===== src/rtl/sram_wbuf_pkg.sv =====
package sram_wbuf_pkg;
  localparam logic [1:0] SZ_BYTE = 2'd0;
  localparam logic [1:0] SZ_HALF = 2'd1;
  localparam int         LANES   = 4;

  // Byte lanes touched by an access, little-endian within the word.
  function automatic logic [3:0] lane_mask(input logic [1:0] lo, input logic [1:0] sz);
    case (sz)
      SZ_BYTE: return 4'b0001 << lo;
      SZ_HALF: return lo[1] ? 4'b1100 : 4'b0011;
      default: return 4'b1111;
    endcase
  endfunction

  // Replicate the low-order write data across every lane it may occupy.
  function automatic logic [31:0] place_lanes(input logic [31:0] d, input logic [1:0] sz);
    case (sz)
      SZ_BYTE: return {4{d[7:0]}};
      SZ_HALF: return {2{d[15:0]}};
      default: return d;
    endcase
  endfunction

  // Right-justify and zero-extend the addressed part of a word.
  function automatic logic [31:0] align_read(input logic [31:0] w, input logic [1:0] lo,
                                             input logic [1:0] sz);
    logic [31:0] sh;
    sh = w >> {lo, 3'b000};
    case (sz)
      SZ_BYTE: return {24'h0, sh[7:0]};
      SZ_HALF: return {16'h0, (lo[1] ? w[31:16] : w[15:0])};
      default: return w;
    endcase
  endfunction
endpackage


===== src/rtl/sram_array.sv =====
module sram_array #(
  parameter int WORD_AW = 6
) (
  input  logic               clk,
  input  logic               we,
  input  logic [WORD_AW-1:0] waddr,
  input  logic [3:0]         wmask,
  input  logic [31:0]        wdata,
  input  logic [WORD_AW-1:0] raddr,
  output logic [31:0]        rdata
);
  localparam int DEPTH = 1 << WORD_AW;

  logic [31:0] mem [DEPTH];

  // No reset: contents survive a warm reset.
  always_ff @(posedge clk) begin
    if (we) begin
      for (int g = 0; g < 4; g++) begin
        if (wmask[g]) mem[waddr][8*g +: 8] <= wdata[8*g +: 8];
      end
    end
  end

  assign rdata = mem[raddr];
endmodule


===== src/rtl/sram_post_buf.sv =====
module sram_post_buf #(
  parameter int WORD_AW = 6
) (
  input  logic               clk,
  input  logic               rst_n,
  input  logic               wr_req,
  input  logic [WORD_AW-1:0] wr_word,
  input  logic [3:0]         wr_mask,
  input  logic [31:0]        wr_lanes,
  input  logic               flush,
  output logic               buf_valid,
  output logic [WORD_AW-1:0] buf_word,
  output logic [3:0]         buf_mask,
  output logic [31:0]        buf_data,
  output logic               commit_we
);
  // The held entry drains on the next write or on a flush.
  assign commit_we = buf_valid && (wr_req || flush);

  always_ff @(posedge clk or negedge rst_n) begin
    if (!rst_n)      buf_valid <= 1'b0;
    else if (wr_req) buf_valid <= 1'b1;
    else if (flush)  buf_valid <= 1'b0;
  end

  always_ff @(posedge clk) begin
    if (wr_req) begin
      buf_word <= wr_word;
      buf_mask <= wr_mask;
      buf_data <= wr_lanes;
    end
  end

  a_r3_write_fills_buffer: assert property (@(posedge clk) disable iff (!rst_n)
    wr_req |=> buf_valid);
  a_r9_flush_empties: assert property (@(posedge clk) disable iff (!rst_n)
    (flush && !wr_req) |=> !buf_valid);
  a_r8_mask_shape: assert property (@(posedge clk) disable iff (!rst_n)
    buf_valid |-> ($countones(buf_mask) == 1 || buf_mask == 4'b0011 ||
                   buf_mask == 4'b1100 || buf_mask == 4'b1111));
endmodule


===== src/rtl/sram_rd_merge.sv =====
module sram_rd_merge
  import sram_wbuf_pkg::*;
#(
  parameter int WORD_AW = 6
) (
  input  logic               clk,
  input  logic               rst_n,
  input  logic               rd_req,
  input  logic [WORD_AW-1:0] rd_word,
  input  logic [1:0]         rd_lo,
  input  logic [1:0]         rd_size,
  input  logic [31:0]        arr_data,
  input  logic               buf_valid,
  input  logic [WORD_AW-1:0] buf_word,
  input  logic [3:0]         buf_mask,
  input  logic [31:0]        buf_data,
  output logic [31:0]        rdata
);
  logic        buf_hit;
  logic [31:0] merged;

  assign buf_hit = buf_valid && (buf_word == rd_word);

  for (genvar g = 0; g < LANES; g++) begin : g_lane
    assign merged[8*g +: 8] = (buf_hit && buf_mask[g]) ? buf_data[8*g +: 8]
                                                       : arr_data[8*g +: 8];
  end

  always_ff @(posedge clk or negedge rst_n) begin
    if (!rst_n)      rdata <= '0;
    else if (rd_req) rdata <= align_read(merged, rd_lo, rd_size);
  end

  a_r8_byte_zero_ext: assert property (@(posedge clk) disable iff (!rst_n)
    (rd_req && rd_size == SZ_BYTE) |=> (rdata[31:8] == 24'h0));
  a_r10_hold_between_reads: assert property (@(posedge clk) disable iff (!rst_n)
    !rd_req |=> $stable(rdata));
endmodule


===== src/rtl/sram_wbuf_ctrl.sv =====
module sram_wbuf_ctrl
  import sram_wbuf_pkg::*;
#(
  parameter int ADDR_W = 8
) (
  input  logic              clk,
  input  logic              rst_n,
  input  logic              req,
  input  logic              we,
  input  logic [ADDR_W-1:0] addr,
  input  logic [1:0]        size,
  input  logic [31:0]       wdata,
  input  logic              flush,
  output logic [31:0]       rdata,
  output logic              ready
);
  localparam int WORD_AW = ADDR_W - 2;

  logic               wr_req, rd_req;
  logic [WORD_AW-1:0] acc_word;
  logic [1:0]         acc_lo;
  logic [31:0]        arr_rdata;
  logic               buf_valid, commit_we;
  logic [WORD_AW-1:0] buf_word;
  logic [3:0]         buf_mask;
  logic [31:0]        buf_data;

  assign wr_req   = req && we;
  assign rd_req   = req && !we;
  assign acc_word = addr[ADDR_W-1:2];
  assign acc_lo   = addr[1:0];

  always_ff @(posedge clk or negedge rst_n) begin
    if (!rst_n) ready <= 1'b0;
    else        ready <= req;
  end

  sram_post_buf #(.WORD_AW(WORD_AW)) u_buf (
    .clk      (clk),
    .rst_n    (rst_n),
    .wr_req   (wr_req),
    .wr_word  (acc_word),
    .wr_mask  (lane_mask(acc_lo, size)),
    .wr_lanes (place_lanes(wdata, size)),
    .flush    (flush),
    .buf_valid(buf_valid),
    .buf_word (buf_word),
    .buf_mask (buf_mask),
    .buf_data (buf_data),
    .commit_we(commit_we)
  );

  sram_array #(.WORD_AW(WORD_AW)) u_arr (
    .clk  (clk),
    .we   (commit_we),
    .waddr(buf_word),
    .wmask(buf_mask),
    .wdata(buf_data),
    .raddr(acc_word),
    .rdata(arr_rdata)
  );

  sram_rd_merge #(.WORD_AW(WORD_AW)) u_rd (
    .clk      (clk),
    .rst_n    (rst_n),
    .rd_req   (rd_req),
    .rd_word  (acc_word),
    .rd_lo    (acc_lo),
    .rd_size  (size),
    .arr_data (arr_rdata),
    .buf_valid(buf_valid),
    .buf_word (buf_word),
    .buf_mask (buf_mask),
    .buf_data (buf_data),
    .rdata    (rdata)
  );

  a_r2_ready_after_req: assert property (@(posedge clk) disable iff (!rst_n)
    req |=> ready);
  a_r2_idle_no_ready: assert property (@(posedge clk) disable iff (!rst_n)
    !req |=> !ready);
  a_r3_commit_only_on_trigger: assert property (@(posedge clk) disable iff (!rst_n)
    commit_we |-> (wr_req || flush));
endmodule


===== config.mk =====
export PLATFORM = sky130hd
export DESIGN_NAME = sram_wbuf_ctrl
export DESIGN_NICKNAME = d
export VERILOG_FILES = /design/src/rtl/sram_wbuf_pkg.sv /design/src/rtl/sram_array.sv /design/src/rtl/sram_post_buf.sv /design/src/rtl/sram_rd_merge.sv /design/src/rtl/sram_wbuf_ctrl.sv
export SDC_FILE = /design/constraint.sdc
export NUM_CORES = 2
export LEC_CHECK = 0
export BUFFER_PORTS_ARGS = -buffer_cell sky130_fd_sc_hd__buf_2
export CORE_MARGIN = 3
export CORE_UTILIZATION = 63
export DETAILED_ROUTE_END_ITERATION = 10
export GPL_TIMING_DRIVEN = 1
export PLACE_DENSITY_LB_ADDON = 0.25
export SLEW_MARGIN = 40
export SYNTH_ARGS = -nofsm -noshare
export SYNTH_HDL_FRONTEND = slang
export SYNTH_HIERARCHICAL = 1
export SYNTH_SLANG_ARGS = --single-unit

===== constraint.sdc =====
create_clock -name clk -period 3.13 [get_ports clk]
set_input_delay 0.626 -clock clk [delete_from_list [all_inputs] [get_ports clk]]
set_output_delay 0.626 -clock clk [all_outputs]
set_load 0.02 [all_outputs]

== After elaboration in Yosys (flattened, before gate mapping) ==
Memory sizes are Yosys's and may differ from the RTL's.
Cells that the tools add are included.
Storage, ports and cells
  register bits: 76
  RAM bits: 2048
  bits of input ports: 47
  word-level logic and storage cells: 46
  memories: 1
Operators by class
  eq/ne operators: 2
  shifts and indexed selects: 2
  muxes and demuxes: 23
  reduce and logical (&&, ||, !) cells: 12
Memories
  u_arr.mem: words 64, width 32, rd ports 1, clocked after Yosys merged registers in 0, wr ports 1, RTL line sram_array.sv:14  | logic [31:0] mem [DEPTH];
Operators with widths (number)
  32-bit one-hot mux with 2 select lines: 2
  8-bit two-way mux: 4
  32-bit by 5-bit >> shifter with 8-bit output: 1
  16-bit two-way mux: 1
  1-bit two-way mux: 14
  1-bit logical AND: 8
  4-bit one-hot mux with 2 select lines: 1
  6-bit equality test: 1
  4-bit two-way mux: 1
  1-bit by 2-bit << shifter with 4-bit output, first input constant: 1
  2-bit by 1-bit equality test with 1-bit output, second input constant: 1
  2-bit zero test: 1
  2-bit nonzero test: 1
  1-bit zero test: 1
  1-bit logical OR: 1

== Depth between registers and ports, before layout ==
  depth after elaboration: 6
  depth in mapped cells: 14
  gate-level depth less buffers: 9

== By module ==
Netlist, hierarchy kept.
Modules (own cells, without submodules)
  sram_array: times used 1, cells an instance 3544, area each 79130.9 um^2
  sram_rd_merge: times used 1, cells an instance 257, area each 2377.3 um^2
  sram_post_buf: times used 1, cells an instance 46, area each 1305.0 um^2
  sram_wbuf_ctrl: times used 1, cells an instance 55, area each 509.2 um^2

== Worst setup path after synthesis ==
Ideal clock, no wire load.
  path kind: input -> register
  start: input port req
  end: memory u_arr.mem[10][24] (enable)
  data arrival time: 2791 ps
  required time: 2760 ps
  setup slack: -31 ps
  stages: 5
  path buffers: 1
  path through: and2_1 > o21a_1 > nand2_1 > clkbuf_1 > nor2_1
On the way
  word-level cells in the longest chain between the ends: 5
Ends and longest elaborated chain
  start: declaration: RTL line sram_wbuf_ctrl.sv:8  | input logic req,
  1-bit logical AND: RTL line sram_wbuf_ctrl.sv:28  | assign wr_req = req && we;
  1-bit logical OR: RTL line sram_post_buf.sv:18  | assign commit_we = buf_valid && (wr_req || flush);
  1-bit logical AND: RTL line sram_post_buf.sv:18
  named net commit_we: RTL line sram_wbuf_ctrl.sv:23  | logic buf_valid, commit_we;
  1-bit two-way mux: RTL line sram_array.sv:18  | if (we) begin
  1-bit two-way mux (implied by the code): RTL line sram_array.sv:20  | if (wmask[g]) mem[waddr][8*g +: 8] <= wdata[8*g +: 8];
  end: declaration: RTL line sram_array.sv:14
The timed path passes the listed nets, and every way through them passes these cells.

== Worst setup path in the final report ==
  start: input port addr[4]
  end: register u_rd.rdata[0]
On the way
  elaborated cells on any way between the ends: 14
  classes of those cells: eq/ne: 1; shift: 1; mux: 6; reduce/logical: 5; memory: 1
RTL lines
  start: declaration: RTL line sram_wbuf_ctrl.sv:10  | input logic [ADDR_W-1:0] addr,
  memory 64 x 32 bit *
  named net arr_rdata[16]: RTL line sram_wbuf_ctrl.sv:22  | logic [31:0] arr_rdata;
  8-bit two-way mux *: RTL line sram_rd_merge.sv:25  | assign merged[8*g +: 8] = (buf_hit && buf_mask[g]) ? buf_data[8*g +: 8]
  32-bit by 5-bit >> shifter with 8-bit output or 16-bit two-way mux (tied branches): RTL line sram_wbuf_pkg.sv:28, sram_wbuf_pkg.sv:31
  32-bit one-hot mux with 2 select lines *: RTL line sram_wbuf_pkg.sv:29  | case (sz)
  end signal: assignment: RTL line sram_rd_merge.sv:31  | else if (rd_req) rdata <= align_read(merged, rd_lo, rd_size);
  end: declaration: RTL line sram_rd_merge.sv:17  | output logic [31:0] rdata
The timed path passes the listed nets; every way through them passes the cells marked *.
A chain may end at the register's enable or synchronous reset.

==> out/results.txt <==
post-route design area - 98300 um2
vias in the first global route - 46400
Fillers - 6921
CTS root buf - clkbuf_16
R2R Path End - u_rd/rdata[5]
most frequent cells after synthesis - edfxtp_1, mux4_2, nor2_1, mux2i_1, nand2_1
DR vias/cell - 7.00
Final Skew - 0.0413 ns
DRC viols - 0
Worst setup SP type - primary input
post-layout util - 0.754
top-count cell post-synth - edfxtp_1
fin cells - 6672
Tmin final - 3.14 ns
RSZ-0062 raised after global routing - no
area grow syn2layout - 18.0%
Post-Synth XOR/XNOR Area - 0.000946
Final period util - 1.00
max-cap violations - 0
cells taking the most area after synthesis - edfxtp_1, mux4_2, nor2_1
initial antenna violation count - 15
IO Count - 80
clock latency at the later pin of the worst-skew pair - 0.85 ns
largest net degree at the start of global routing - 66
status - complete, but fails checks
GRT overflow - 0
setup TNS - -0.0132 ns
mapped cell area - 83300 um2
Psw - 13500 uW
final hold vios - 0
global-route wire length before repair - 351000 um
maximum fanout along the worst path - 18
drt pass-1 iters - 6
Worst Min Path Start - wdata[2]
CTS Buf Count - 201
hold endpoint - u_buf/buf_data[2]
dpl cells - 6267
Total Routing Usage GR - 0.374
worst path required time - 3.84 ns
post-synthesis adder-cell area fraction - 0
Clock power frac - 0.416
EDFF count, synth - 2090
Synth area leader - edfxtp_1
reg2reg setup slack - 0.13 ns
Hold Path Depth - 1
TritonCTS clock tree - built
worst relative slew slack - 0.345
clock sinks - 2124
H-Tree Depth - 4
sequential fraction of the synthesis area - 0.763
static leakage power - 0.0327 uW
final net count - 4777
crit path kind - primary input to register
R2R cell count - 8
mux contribution to synthesized area - 0.166
R2R Path Start - u_arr/mem[28][21]
Synth Register Bits - 2124
peak supply drop - 0.548 mV
post-synthesis area per instance - 21.4 um2
Place WS - -0.939 ns
worst hold path type - primary input to register
clk buf depth - 3
Switching Share - 0.219
GRT busiest layer - met2
pwr dens - 629 nW/um2
hpwl dp - 160000 um
crit path capture type - register
post-route setup slack - -0.0132 ns
Core Region - 130000 um2
gpl congestion - 0.993
die area - 137000 um2
Die Y - 370 um
combinational family with the most area after synthesis - multiplexers
met1 Use GR - 0.502
Cells after Synth - 3902
layout cells sized above 1 - 0.364
Internal - 48300 uW
vias after detailed routing - 46700
clk slew on worst S/H paths - 0.06 ns
Row Count - 132
grt met2 use - 0.551
count of final setup violators - 1
critical path arrival - 3.85 ns
post-synth cell types - 72
failing checks - setup timing
max frequency - 0.318 GHz
YS warnings - 6
Worst-Margin Slew - 0.981 ns
Starting Density - 0.639
post-route ant nets - 0
placed cell areas - 91200 um2
top-area cell type share of the netlist area - 0.753
postcts setup bufs - 0
initial DRC count - 7332
Async S/R FF share, synth - 0.0160
combinational fraction of design power - 0.070
Post-synth top flop - edfxtp_1
drt total wl - 249000 um
Syn Nets - 3949
Reg power frac - 0.514
final number of max-transition violations - 0
per-cell routed wire length - 37.3 um
post-synthesis compound-gate area fraction - 0.0265
Synth Area in Simple Gates - 0.0278
grt met3 use - 0.130
Die Wd - 370 um
number of port buffers - 79
==> critical path, cell delays in order <==
cell and delay, ns:
buf_8 0.27, buf_12 0.25, buf_12 0.19, buf_4 0.18, buf_4 0.13, mux4_2 0.29, a22o_1 0.32, a221oi_1 0.33
o211ai_1 0.42, mux2i_2 0.46, o221a_2 0.24, nand3_1 0.07
==> worst max-delay path by stage <==
stage	startpoint	endpoint	cells past startpoint
detailed placement	addr[2]	u_rd/rdata[5]	13
finish	addr[4]	u_rd/rdata[0]	12
global placement	addr[2]	u_rd/rdata[5]	13
CTS	addr[2]	u_rd/rdata[0]	12
floorplan	addr[4]	u_rd/rdata[3]	11
global route	addr[4]	u_rd/rdata[0]	12
==> power groups by stage <==
stage	Clock, uW	Sequential [uW]	Combinational (uW)
after floorplan	0	32600	1790
after global placement	0	32300	4080
after detailed placement	0	32300	4160
after CTS	25900	31700	4220
after global routing	27000	31700	4460
final	25700	31700	4330
==> cell families after synthesis <==
family	Yosys count
AOI/OAI and AO/OA	305
xor gates and xnor gates	9
buffers and inverters	242
DFF	2124
muxes	696
and+or+nand+nor	526
==> cell type report <==
type                            instances  area, um2  area share
Multi-Input combinational cell       1536      18500       0.188
Timing Repair Buffer                  856       6950      0.0706
Inverter                               11       41.3    0.000420
Tap cell                             1742       2180      0.0222
Clock inverter                        134       1620      0.0165
Antenna cell                           25       62.6    0.000636
Clock buffer                          244       5370      0.0546
Sequential cell                      2124      63600       0.647
==> metrics by stage <==
step / hold slack [ns] / total power [uW]
final: 0.0343 / 61800
after detailed placement: 0.475 / 36500
after global routing: 0.00182 / 63200
after global placement: 0.462 / 36400
after CTS: 0.00186 / 61800
after floorplan: 0.330 / 34400
==> sequential cells by signal, indices dropped and copies added (netlist names) <==
name / flops
u_buf/buf_data: 32
u_arr/mem: 2048
u_buf/buf_word: 6
u_buf/buf_valid: 1
u_buf/buf_mask: 4
u_rd/rdata: 32
ready: 1
==> cells in the final DEF (no fill, tap or decap), types with 48 or more instances in the layout <==
master,count
mux4_2,543
buf_12,52
o22ai_1,48
nor2_1,296
buf_2,73
edfxtp_1,2090
buf_4,724
mux2i_1,104
clkbuf_16,207
a22oi_1,49
nand2_1,101
==> repair_timing <==
| action | 4_1_cts | 5_1_grt |
|---|---|---|
| pin swaps | 0 | 1 |
| hold buffers | 2 | 0 |
| resized for setup | 2 | 7 |
| endpoints found under the hold margin | 35 | 0 |
| setup endpoints to repair | 1 | 5 |
==> per-layer routing <==
layer / vias to the layer above / share of wire
met5: - / 0.00058
met4: 8 / 0.062
met3: 712 / 0.14
met2: 3966 / 0.46
met1: 24000 / 0.34
li1: 18000 / -
No activity file was read; power rests on OpenSTA's default activity.
